### config.mk
export PLATFORM = sky130hd
export DESIGN_NAME = dual_store_port
export DESIGN_NICKNAME = d
export VERILOG_FILES = /design/src/rtl/dsport_pkg.sv /design/src/rtl/dsport_capture.sv /design/src/rtl/dsport_seq.sv /design/src/rtl/dsport_bus.sv /design/src/rtl/dual_store_port.sv
export SDC_FILE = /design/constraint.sdc
export NUM_CORES = 1
export LEC_CHECK = 0
export ABC_AREA = 1
export ABC_CLOCK_PERIOD_IN_PS = 4200
export BUFFER_PORTS_ARGS = -buffer_cell sky130_fd_sc_hd__buf_2
export CAP_MARGIN = 20
export CORE_ASPECT_RATIO = 1.4
export CORE_MARGIN = 2
export CORE_UTILIZATION = 32
export CTS_CLUSTER_SIZE = 16
export DETAILED_ROUTE_END_ITERATION = 12
export MAX_ROUTING_LAYER = met4
export PLACE_DENSITY = 0.55
export SYNTH_ARGS = -nofsm -noshare
export SYNTH_HDL_FRONTEND = slang
export SYNTH_SLANG_ARGS = --single-unit
export TNS_END_PERCENT = 20
### constraint.sdc
create_clock -name clk -period 4.2 [get_ports clk]
set_input_delay 0.84 -clock clk [delete_from_list [all_inputs] [get_ports clk]]
set_output_delay 0.84 -clock clk [all_outputs]
set_load 0.1 [all_outputs]
### src/rtl/dsport_pkg.sv
package dsport_pkg;

    parameter int DEF_ADDR_W = 16;
    parameter int DEF_DATA_W = 32;
    localparam int NSTORE    = 2;

    typedef enum logic [1:0] {
        SQ_IDLE       = 2'd0,
        SQ_FIRST_END  = 2'd1,
        SQ_SECOND_BEG = 2'd2,
        SQ_SECOND_END = 2'd3
    } seq_state_e;

    typedef struct packed {
        logic we;
        logic last;
        logic src;
    } bus_ctl_t;

    function automatic logic [1:0] ext_count(input logic e0, input logic e1);
        return {1'b0, e0} + {1'b0, e1};
    endfunction

endpackage

### src/rtl/dsport_capture.sv
module dsport_capture
    import dsport_pkg::*;
#(
    parameter int ADDR_W = DEF_ADDR_W,
    parameter int DATA_W = DEF_DATA_W
) (
    input  logic              clk,
    input  logic              rst,
    input  logic              load,
    input  logic [ADDR_W-1:0] in_addr [NSTORE],
    input  logic [DATA_W-1:0] in_data [NSTORE],
    input  logic              in_ext  [NSTORE],
    output logic [ADDR_W-1:0] lead_addr,
    output logic [DATA_W-1:0] lead_data,
    output logic              lead_src,
    output logic [ADDR_W-1:0] slot_addr [NSTORE],
    output logic [DATA_W-1:0] slot_data [NSTORE],
    output logic              slot_src  [NSTORE]
);

    logic              pick;
    logic [ADDR_W-1:0] nxt_addr [NSTORE];
    logic [DATA_W-1:0] nxt_data [NSTORE];
    logic              nxt_src  [NSTORE];

    // store 0 leads whenever it is external; otherwise store 1 is the only candidate
    assign pick      = in_ext[0] ? 1'b0 : 1'b1;
    assign lead_addr = in_addr[pick];
    assign lead_data = in_data[pick];
    assign lead_src  = pick;

    always_comb begin
        nxt_addr[0] = lead_addr;
        nxt_data[0] = lead_data;
        nxt_src[0]  = lead_src;
        nxt_addr[1] = in_addr[1];
        nxt_data[1] = in_data[1];
        nxt_src[1]  = 1'b1;
    end

    for (genvar g = 0; g < NSTORE; g++) begin : g_slot
        always_ff @(posedge clk) begin
            if (rst) begin
                slot_addr[g] <= '0;
                slot_data[g] <= '0;
                slot_src[g]  <= 1'b0;
            end else if (load) begin
                slot_addr[g] <= nxt_addr[g];
                slot_data[g] <= nxt_data[g];
                slot_src[g]  <= nxt_src[g];
            end
        end

        assert_slot_hold_R8: assert property (@(posedge clk) disable iff (rst)
            !load |=> $stable(slot_addr[g]) && $stable(slot_data[g]));
    end

endmodule

### src/rtl/dsport_seq.sv
module dsport_seq
    import dsport_pkg::*;
(
    input  logic       clk,
    input  logic       rst,
    input  logic       req_valid,
    input  logic [1:0] n_ext,
    output seq_state_e state,
    output logic       accept,
    output logic       req_ready,
    output logic       busy
);

    seq_state_e nxt;

    assign req_ready = (state == SQ_IDLE);
    assign accept    = req_valid && req_ready;
    assign busy      = (state != SQ_IDLE) || (accept && (n_ext != 2'd0));

    always_comb begin
        nxt = state;
        unique case (state)
            SQ_IDLE:       if (accept && n_ext != 2'd0) nxt = SQ_FIRST_END;
            SQ_FIRST_END:  nxt = two_q ? SQ_SECOND_BEG : SQ_IDLE;
            SQ_SECOND_BEG: nxt = SQ_SECOND_END;
            SQ_SECOND_END: nxt = SQ_IDLE;
            default:       nxt = SQ_IDLE;
        endcase
    end

    logic two_q;

    always_ff @(posedge clk) begin
        if (rst) begin
            state <= SQ_IDLE;
            two_q <= 1'b0;
        end else begin
            state <= nxt;
            if (accept) two_q <= (n_ext == 2'd2);
        end
    end

    assert_second_follows_first_R5: assert property (@(posedge clk) disable iff (rst)
        (state == SQ_SECOND_BEG) |-> $past(state) == SQ_FIRST_END);

    assert_no_accept_while_busy_R8: assert property (@(posedge clk) disable iff (rst)
        (state != SQ_IDLE) |-> !accept);

endmodule

### src/rtl/dsport_bus.sv
module dsport_bus
    import dsport_pkg::*;
#(
    parameter int ADDR_W = DEF_ADDR_W,
    parameter int DATA_W = DEF_DATA_W
) (
    input  seq_state_e        state,
    input  logic              start_now,
    input  logic [ADDR_W-1:0] lead_addr,
    input  logic [DATA_W-1:0] lead_data,
    input  logic              lead_src,
    input  logic [ADDR_W-1:0] slot_addr [NSTORE],
    input  logic [DATA_W-1:0] slot_data [NSTORE],
    input  logic              slot_src  [NSTORE],
    output logic [ADDR_W-1:0] bus_addr,
    output logic [DATA_W-1:0] bus_wdata,
    output bus_ctl_t          ctl
);

    always_comb begin
        bus_addr  = '0;
        bus_wdata = '0;
        ctl       = '{we: 1'b0, last: 1'b0, src: 1'b0};
        unique case (state)
            SQ_IDLE: begin
                if (start_now) begin
                    bus_addr  = lead_addr;
                    bus_wdata = lead_data;
                    ctl       = '{we: 1'b1, last: 1'b0, src: lead_src};
                end
            end
            SQ_FIRST_END: begin
                bus_addr  = slot_addr[0];
                bus_wdata = slot_data[0];
                ctl       = '{we: 1'b1, last: 1'b1, src: slot_src[0]};
            end
            SQ_SECOND_BEG: begin
                bus_addr  = slot_addr[1];
                bus_wdata = slot_data[1];
                ctl       = '{we: 1'b1, last: 1'b0, src: slot_src[1]};
            end
            SQ_SECOND_END: begin
                bus_addr  = slot_addr[1];
                bus_wdata = slot_data[1];
                ctl       = '{we: 1'b1, last: 1'b1, src: slot_src[1]};
            end
            default: ;
        endcase
    end

endmodule

### src/rtl/dual_store_port.sv
module dual_store_port
    import dsport_pkg::*;
#(
    parameter int ADDR_W = DEF_ADDR_W,
    parameter int DATA_W = DEF_DATA_W
) (
    input  logic              clk,
    input  logic              rst,
    input  logic              req_valid,
    output logic              req_ready,
    input  logic [ADDR_W-1:0] st0_addr,
    input  logic [DATA_W-1:0] st0_data,
    input  logic              st0_ext,
    input  logic [ADDR_W-1:0] st1_addr,
    input  logic [DATA_W-1:0] st1_data,
    input  logic              st1_ext,
    output logic [1:0]        int_done,
    output logic              busy,
    output logic [ADDR_W-1:0] bus_addr,
    output logic [DATA_W-1:0] bus_wdata,
    output logic              bus_we,
    output logic              bus_last,
    output logic              bus_src
);

    logic [ADDR_W-1:0] in_addr [NSTORE];
    logic [DATA_W-1:0] in_data [NSTORE];
    logic              in_ext  [NSTORE];
    logic [ADDR_W-1:0] lead_addr;
    logic [DATA_W-1:0] lead_data;
    logic              lead_src;
    logic [ADDR_W-1:0] slot_addr [NSTORE];
    logic [DATA_W-1:0] slot_data [NSTORE];
    logic              slot_src  [NSTORE];
    logic [1:0]        n_ext;
    logic              accept;
    seq_state_e        state;
    bus_ctl_t          ctl;

    assign in_addr[0] = st0_addr;
    assign in_addr[1] = st1_addr;
    assign in_data[0] = st0_data;
    assign in_data[1] = st1_data;
    assign in_ext[0]  = st0_ext;
    assign in_ext[1]  = st1_ext;
    assign n_ext      = ext_count(st0_ext, st1_ext);

    // internal stores are retired in the acceptance cycle
    assign int_done = accept ? {~st1_ext, ~st0_ext} : 2'b00;

    dsport_seq u_seq (
        .clk       (clk),
        .rst       (rst),
        .req_valid (req_valid),
        .n_ext     (n_ext),
        .state     (state),
        .accept    (accept),
        .req_ready (req_ready),
        .busy      (busy)
    );

    dsport_capture #(.ADDR_W(ADDR_W), .DATA_W(DATA_W)) u_cap (
        .clk       (clk),
        .rst       (rst),
        .load      (accept),
        .in_addr   (in_addr),
        .in_data   (in_data),
        .in_ext    (in_ext),
        .lead_addr (lead_addr),
        .lead_data (lead_data),
        .lead_src  (lead_src),
        .slot_addr (slot_addr),
        .slot_data (slot_data),
        .slot_src  (slot_src)
    );

    dsport_bus #(.ADDR_W(ADDR_W), .DATA_W(DATA_W)) u_bus (
        .state     (state),
        .start_now (accept && (n_ext != 2'd0)),
        .lead_addr (lead_addr),
        .lead_data (lead_data),
        .lead_src  (lead_src),
        .slot_addr (slot_addr),
        .slot_data (slot_data),
        .slot_src  (slot_src),
        .bus_addr  (bus_addr),
        .bus_wdata (bus_wdata),
        .ctl       (ctl)
    );

    assign bus_we   = ctl.we;
    assign bus_last = ctl.last;
    assign bus_src  = ctl.src;

    assert_begin_then_end_R4: assert property (@(posedge clk) disable iff (rst)
        (bus_we && !bus_last) |=> bus_we && bus_last && $stable(bus_addr) && $stable(bus_wdata));

    assert_end_not_repeated_R5: assert property (@(posedge clk) disable iff (rst)
        (bus_we && bus_last) |=> !(bus_we && bus_last));

    assert_bus_implies_busy_R8: assert property (@(posedge clk) disable iff (rst)
        bus_we |-> busy);

    assert_stall_implies_busy_R8: assert property (@(posedge clk) disable iff (rst)
        !req_ready |-> busy);

    assert_second_after_end_R9: assert property (@(posedge clk) disable iff (rst)
        (bus_we && !bus_last && bus_src && !req_ready) |-> $past(bus_we && bus_last && !bus_src));

    assert_reset_clears_R10: assert property (@(posedge clk)
        rst |=> !bus_we && req_ready);

    assert_int_only_on_accept_R7: assert property (@(posedge clk) disable iff (rst)
        (int_done != 2'b00) |-> (req_valid && req_ready));

endmodule

==> results of run 1 <==
-- routing by layer --
layer / share of wire / wire [um]
met1: 0.45 / 7230
met2: 0.49 / 8000
met3: 0.046 / 743
met4: 0.014 / 219
met5: 0 / 0
-- logic make-up (layout without fill, tap and decap cells) --
group                  Yosys count  count (layout)  share of synthesized area
AND/OR/NAND/NOR                552             552                      0.434
AO/OA/AOI/OAI                   99              99                     0.0950
flip-flops                     101             101                      0.386
buffers and inverters           80             192                     0.0850
-- power by group through the flow --
stage | Combinational (mW) | Sequential (mW) | Clock (mW)
global placement | 1.60 | 1.20 | 0
global route | 1.71 | 1.19 | 0.843
floorplan | 1.36 | 1.16 | 0
finish | 1.59 | 1.18 | 0.785
CTS | 1.60 | 1.18 | 0.808
detailed placement | 1.60 | 1.20 | 0
-- layout by cell type (no fill, tap or decap), types with 2 or more instances in the layout --
master and instances:
inv_2 2, nand3_1 145, clkbuf_1 3, nand2_1 298, dfxtp_1 99, inv_1 5, nor2_4 2, buf_4 11
clkinv_4 2, buf_2 152, nor2_1 103, dfxtp_2 2, o21ai_0 48, clkbuf_16 9, a21oi_1 50, buf_12 5
-- metrics by stage --
| stage | hold slack, ns | utilization | total power [mW] | cells | setup WS [ns] |
|---|---|---|---|---|---|
| detailed placement | 0.455 | 0.374 | 2.80 | 1127 | 0.894 |
| finish | 0.463 | 0.391 | 3.55 | 1143 | 0.893 |
| global route | 0.475 | 0.391 | 3.75 | 1143 | 0.741 |
| global placement | 0.450 | 0.374 | 2.80 | 1127 | 0.905 |
| floorplan | 0.441 | - | 2.52 | 832 | 0.559 |
| CTS | 0.467 | 0.391 | 3.59 | 1143 | 0.891 |
-- final timing paths --
| kind | startpoint | end | slack (ns) | cells after the start |
|---|---|---|---|---|
| worst max-delay path | st0_ext | bus_wdata[6] | 0.89 | 6 |
| worst min-delay path | u_cap.slot_src[1] | u_cap.slot_src[1] | 0.46 | 2 |
| worst max register to register | flip-flop | u_cap.slot_data[30] | 1.66 | 6 |
| worst min register to register | u_cap.slot_src[1] | u_cap.slot_src[1] | 0.46 | 2 |
-- flip-flops by register name (all words and copies together) (netlist names), named ones only --
name             flops
u_seq.two_q          1
u_cap.slot_src       2
u_cap.slot_addr     32
u_seq.state          1
u_cap.slot_data     64
-- critical path, delay by kind of cell --
kind	cells	cell delay [ns]
buf+inv	3	1.15
simple gates	3	0.45
-- layout make-up --
type | instances | share of cell area
multi-input cells | 651 | 0.441
flip-flops and latches | 101 | 0.321
repair buffers | 168 | 0.150
well taps | 199 | 0.0395
clock buffers | 12 | 0.0375
clock inverters | 4 | 0.00536
inverters | 8 | 0.00497
==> results.md, run 1 <==
- Initial DRC count: 303
- First-pass GRT wire length: 26.4 mm
- RSZ-0062 raised after global routing: no
- Commonest cells in the synthesized netlist: nand2_1 (298), nand3_1 (145), nor2_1 (103)
- Worst Setup Path Type: in2out
- Most frequent cell after synthesis: nand2_1
- Post-synth EDFFs: 0
- Final hold vios: 0
- Total core area: ~16,000 sq um
- Slew Limit Fails: 0
- #FFs+latches synth: between 100 and 150
- H-tree Lvls: 3
- Grt ovf: 0
- Vias: around 5,600
- Die H: between 150 and 200 um
- Number of nets in the layout: 1,040
- Input/output buffers: between 150 and 200
- Cell type with the highest aggregate area in the netlist: dfxtp_1
- Grt met1 use: 0.232
- Antenna Nets Post-Route: 0
- Design area: roughly 6300 sq um
- Mean post-synth cell area: approximately 6.3 sq um
- Setup TNS: 0 ns
- # hold bufs at CTS: 0
- Synth area leaders: dfxtp_1 (39%), nand2_1 (21%), nand3_1 (14%), nor2_1 (7.4%), a21oi_1 (4.8%)
- Sequential fraction of the synthesis area: 0.386
- Area occupied by multi-input gates: 2780 sq um
- Die ar.: about 17,000 sq um
- Initial antenna violation count: 0
- Mapped Nets: 933
- Tot GR Track Use: 0.190
- DP Area: 6030 sq um
- Layout cells sized above 1: 0.202
- Die width: about 110 um
- Yosys warns: 0
- Status: finished, final reports clean
- Mean routed wirelength per cell: between 10 and 15 um
- Root Buffer Master: clkbuf_16
- Register Area: between 2000 and 2500 sq um
- Pint: ~1.8 mW
- HPWL Detailed: between 9 and 10 mm
- LEAKAGE: between 3 and 4 nW
- Yosys top cell area share: 0.386
- Mapped cell area: 5240 sq um
- Switch share: 0.489
- Worst hold path type: reg2reg
- Startpoint Class: primary input
- Gr busiest metal: met2
- Distinct cells, synth: 19
- Tcrit/Tclk final: 0.787
- Largest fanout on the critical path: 29
- Slowest CP cell: buf_2
- Combinational power share: 0.448
- Worst Setup End Kind: output pin
- PwrDens: ~560 nW/um^2
- Residual DRC: 0
- Crit path time final: 3.31 ns
- GR Util met3: 0.0265
- Crit-path cells: buf_2 > or2_2 > buf_4 > nand3_1 > nand3_1 > buf_2
- Drt pass-1 iters: 4
- CTS Buffer Depth: 2
- Switching pwr: roughly 1.7 mW
- Synth async-reset ratio: 0
- VDD IR-drop max: ~0.38 mV
- Req. time, crit path: between 3 and 4 ns
- Least-Margin Pin Slew: 0.950 ns
- Later-pin clock latency in the skew report: ~0.34 ns
- Max_cap viols: 0
- Fmax: between 300 and 400 MHz
- CTS tree: yes
- Initial core utilization: 0.326
- P&R area growth vs syn: 20.1%
- Drt total wl: about 16 mm
- Largest net degree at the start of global routing: around 120
- Diodes inserted: 0
- I/O pin count: between 150 and 200
- Synth Flop Type: dfxtp_1
- Syn Inst Count: roughly 830
- Final Setup Violations: 0
- # fillers: around 1,900
- Vias in the first global route: between 5,000 and 6,000
- Rows: 55
- DR vias/cell: 4.91
- Clk pin slew, worst setup/hold paths: 0.07 ns
- Max_slew headroom: 0.366
- Skew final: about 0.012 ns
- Clk pwr share: 0.221
- Slowest stage delay, CP: about 0.44 ns
- Number of gates resized after cts: 0
- Grt met2 use: 0.324
- TritonCTS buffer count: 9
- Clk sinks: a little over 100
- Final Wtd Congestion: between 0.7 and 0.8
- Arrival @ worst endpoint: between 2 and 2.5 ns
- Flop pwr share: 0.331
- Post-CTS setup buffer count: 0
Note: power is estimated with default switching activity, not from simulation.
==> run 2, diff against run 1 <==
--- a/config.mk
+++ b/config.mk
@@ -6,7 +6,7 @@
 export NUM_CORES = 1
 export LEC_CHECK = 0
 export ABC_AREA = 1
-export ABC_CLOCK_PERIOD_IN_PS = 4200
+export ABC_CLOCK_PERIOD_IN_PS = 2850
 export BUFFER_PORTS_ARGS = -buffer_cell sky130_fd_sc_hd__buf_2
 export CAP_MARGIN = 20
 export CORE_ASPECT_RATIO = 1.4
@@ -15,7 +15,7 @@
 export CTS_CLUSTER_SIZE = 16
 export DETAILED_ROUTE_END_ITERATION = 12
 export MAX_ROUTING_LAYER = met4
-export PLACE_DENSITY = 0.55
+export PLACE_DENSITY = 0.57
 export SYNTH_ARGS = -nofsm -noshare
 export SYNTH_HDL_FRONTEND = slang
 export SYNTH_SLANG_ARGS = --single-unit
==> constraint.sdc (replaced) <==
create_clock -name clk -period 2.85 [get_ports clk]
set_input_delay 0.57 -clock clk [delete_from_list [all_inputs] [get_ports clk]]
set_output_delay 0.57 -clock clk [all_outputs]
set_load 0.1 [all_outputs]
==> run 2 against run 1 <==
Register-to-register slack worse by 0.21 ns; critical path depth stayed put; die area is the same; global-route usage about the same; count of clock-buffer cells in the layout unchanged; non-clock buffer count grew 5; clock power rose by 64%; flip-flop and latch count unchanged; routed wire length increased by 0.26%; worst setup slack lost 0.65 ns; first-iteration DRC count shrank 6.3%.
==> results.md, run 2 (synthesis gave the netlist of run 1 again) <==
- Hold Crit Depth: 2 (unchanged)
- Setup TNS: 0 ns (unchanged)
- PwrDens: 823 nW/um^2 (was 563 nW/um^2)
- Rows: 55 (unchanged)
- Initial DRC count: 284 (was 303)
- Startpoint Class: primary input (unchanged)
- CTS Buffer Depth: 2 (unchanged)
- Drt total wl: 16.2 mm (about the same)
- Skew final: 0.0107 ns (was 0.0120 ns)
- Tcrit/Tclk final: 0.914
- Final hold vios: 0 (unchanged)
- Clk sinks: 101 (unchanged)
- Worst Setup Path Type: in2out (unchanged)
- Die H: 155 um (unchanged)
- Initial antenna violation count: 0 (unchanged)
- Final Setup Violations: 0 (unchanged)
- Final Wtd Congestion: 0.770 (was 0.778)
- First-pass GRT wire length: 26.4 mm (about the same)
- R2r worst-path depth: 5 (was 6)
- Grt ovf: 0 (unchanged)
- RSZ-0062 raised after global routing: no (unchanged)
- Total core area: 16,100 sq um (unchanged)
- Fmax: roughly 380 MHz
- Largest regs: u_cap.slot_data (64), u_cap.slot_addr (32), u_cap.slot_src (2) (unchanged)
- Max_slew headroom: 0.594 (was 0.366)
- Number of nets in the layout: 1,045 (was 1,040)
- Drt pass-1 iters: 4 (unchanged)
- Top reg by flops: u_cap.slot_data (unchanged)
- R2r endpoint: u_cap.slot_addr[10] (was u_cap.slot_data[30])
- Tot GR Track Use: 0.189 (was 0.190)
- Most frequent cells in the layout: nand2_1 (298), nand3_1 (144), buf_2 (104), nor2_1 (102), dfxtp_1 (99) (was nand2_1 (298), buf_2 (152), nand3_1 (145), nor2_1 (103), dfxtp_1 (99))
- Hold WS: 0.466 ns (was 0.463 ns)
- Pwr Total: 5.87 mW (was 3.55 mW)
- Arrival @ worst endpoint: 2.03 ns (was 2.47 ns)
- Largest fanout on the critical path: 48 (was 29)
- R2r setup slk: 1.45 ns (was 1.66 ns)
- Slew Limit Fails: 0 (unchanged)
- Later-pin clock latency in the skew report: 0.35 ns (was 0.34 ns)
- VDD IR-drop max: 0.740 mV (was 0.378 mV)
- Largest net degree at the start of global routing: 97 (was 124)
- Least-Margin Pin Slew: 0.609 ns (was 0.950 ns)
- HPWL Detailed: 10.5 mm (was 9.92 mm)
- Die width: 112 um (unchanged)
- TritonCTS buffer count: 9 (unchanged)
- Worst hold path type: reg2reg (unchanged)
- Mean routed wirelength per cell: 14.1 um (was 14.2 um)
- Crit-path cells: buf_2 > or2_2 > buf_4 > nand2_1 > o21bai_1 > buf_12 (was buf_2 > or2_2 > buf_4 > nand3_1 > nand3_1 > buf_2)
- Die ar.: 17,400 sq um (unchanged)
- Layout cells sized above 1: 0.211 (was 0.202)
- DR vias/cell: 4.82 (was 4.91)
- Req. time, crit path: 2.28 ns (was 3.36 ns)
- P&R area growth vs syn: 36.0% (was 20.1%)
- Worst Setup End Kind: output pin (unchanged)
- LEAKAGE: 3.25 nW (was 3.02 nW)
- Commonest non-fill, non-tap cell in the layout: nand2_1 (unchanged)
- Initial core utilization: 0.326 (unchanged)
- Number of gates resized after cts: 0 (unchanged)
- Worst Setup EP: bus_wdata[1] (was bus_wdata[6])
- Diodes inserted: 0 (unchanged)
- Root Buffer Master: clkbuf_16 (unchanged)
- Vias: 5,530 (was 5,608)
- I/O pin count: 156 (unchanged)
- Crit path time final: approximately 2.6 ns
- H-tree Lvls: 3 (unchanged)
- Max FFs per register: 64 (unchanged)
- Post-CTS setup buffer count: 0 (unchanged)
- CTS tree: yes (unchanged)
- CP Launch Point: st0_ext (unchanged)
- Input/output buffers: 155 (unchanged)
- Slowest CP cell: buf_4 (was buf_2)
- Status: finished, final reports clean (unchanged)
- # hold bufs at CTS: 0 (unchanged)
- Antenna Nets Post-Route: 0 (unchanged)
- Residual DRC: 0 (unchanged)
- Slowest stage delay, CP: 0.47 ns (was 0.44 ns)
- Max_cap viols: 0 (unchanged)
- Clk pin slew, worst setup/hold paths: 0.07 ns (about the same)
- Vias in the first global route: 5,269 (was 5,362)
==> run 2: final cells by class <==
type / instances / area (sq um)
inverters: 8 / 31.3
fillers: 1738 / 8970
well taps: 199 / 249
repair buffers: 173 / 1730
multi-input cells: 651 / 2790
clock inverters: 4 / 55.1
clock buffers: 12 / 256
flip-flops and latches: 101 / 2020
==> run 2: metal layers <==
metal / share of wire / GRT usage / routed length, um
met4: 0.012 / 0.0499 / 201
met2: 0.50 / 0.321 / 8190
met5: 0 / - / 0
met3: 0.051 / 0.0296 / 831
met1: 0.43 / 0.235 / 7020
==> run 2: worst min-delay path by stage <==
stage	from	to	slack [ns]
floorplan	u_cap.slot_src[0]	u_cap.slot_src[0]	0.44
global placement	u_cap.slot_src[0]	u_cap.slot_src[0]	0.45
detailed placement	u_cap.slot_data[58]	u_cap.slot_data[58]	0.46
CTS	u_cap.slot_addr[26]	u_cap.slot_addr[26]	0.47
global route	u_cap.slot_addr[30]	u_cap.slot_addr[30]	0.48
finish	u_cap.slot_addr[20]	u_cap.slot_addr[20]	0.47
==> run 2: power by group <==
group          total [mW]  switching, mW  internal [mW]  leakage (nW)
sequential           1.72          0.103           1.61         0.833
combinational        2.86           1.98          0.882          2.27
clock                1.29          0.555          0.735         0.149
total                5.87           2.64           3.23          3.25
==> run 2: worst max-delay path: cells and delay by family <==
kind	cells	cell delay, ns
buffers and inverters	3	0.81
AOI/OAI and AO/OA	1	0.27
and+or+nand+nor	2	0.32
==> run 2: through the flow <==
stage           util  std cells  worst slack (ns)  cell area [sq um]
5_1_grt        0.443       1148             0.151               7130
6_report       0.443       1148             0.246               7130
4_1_cts        0.443       1148             0.270               7130
3_5_place_dp   0.423       1132             0.270               6820
2_1_floorplan      -        832            -0.251               5250
3_3_place_gp   0.423       1132             0.323               6820
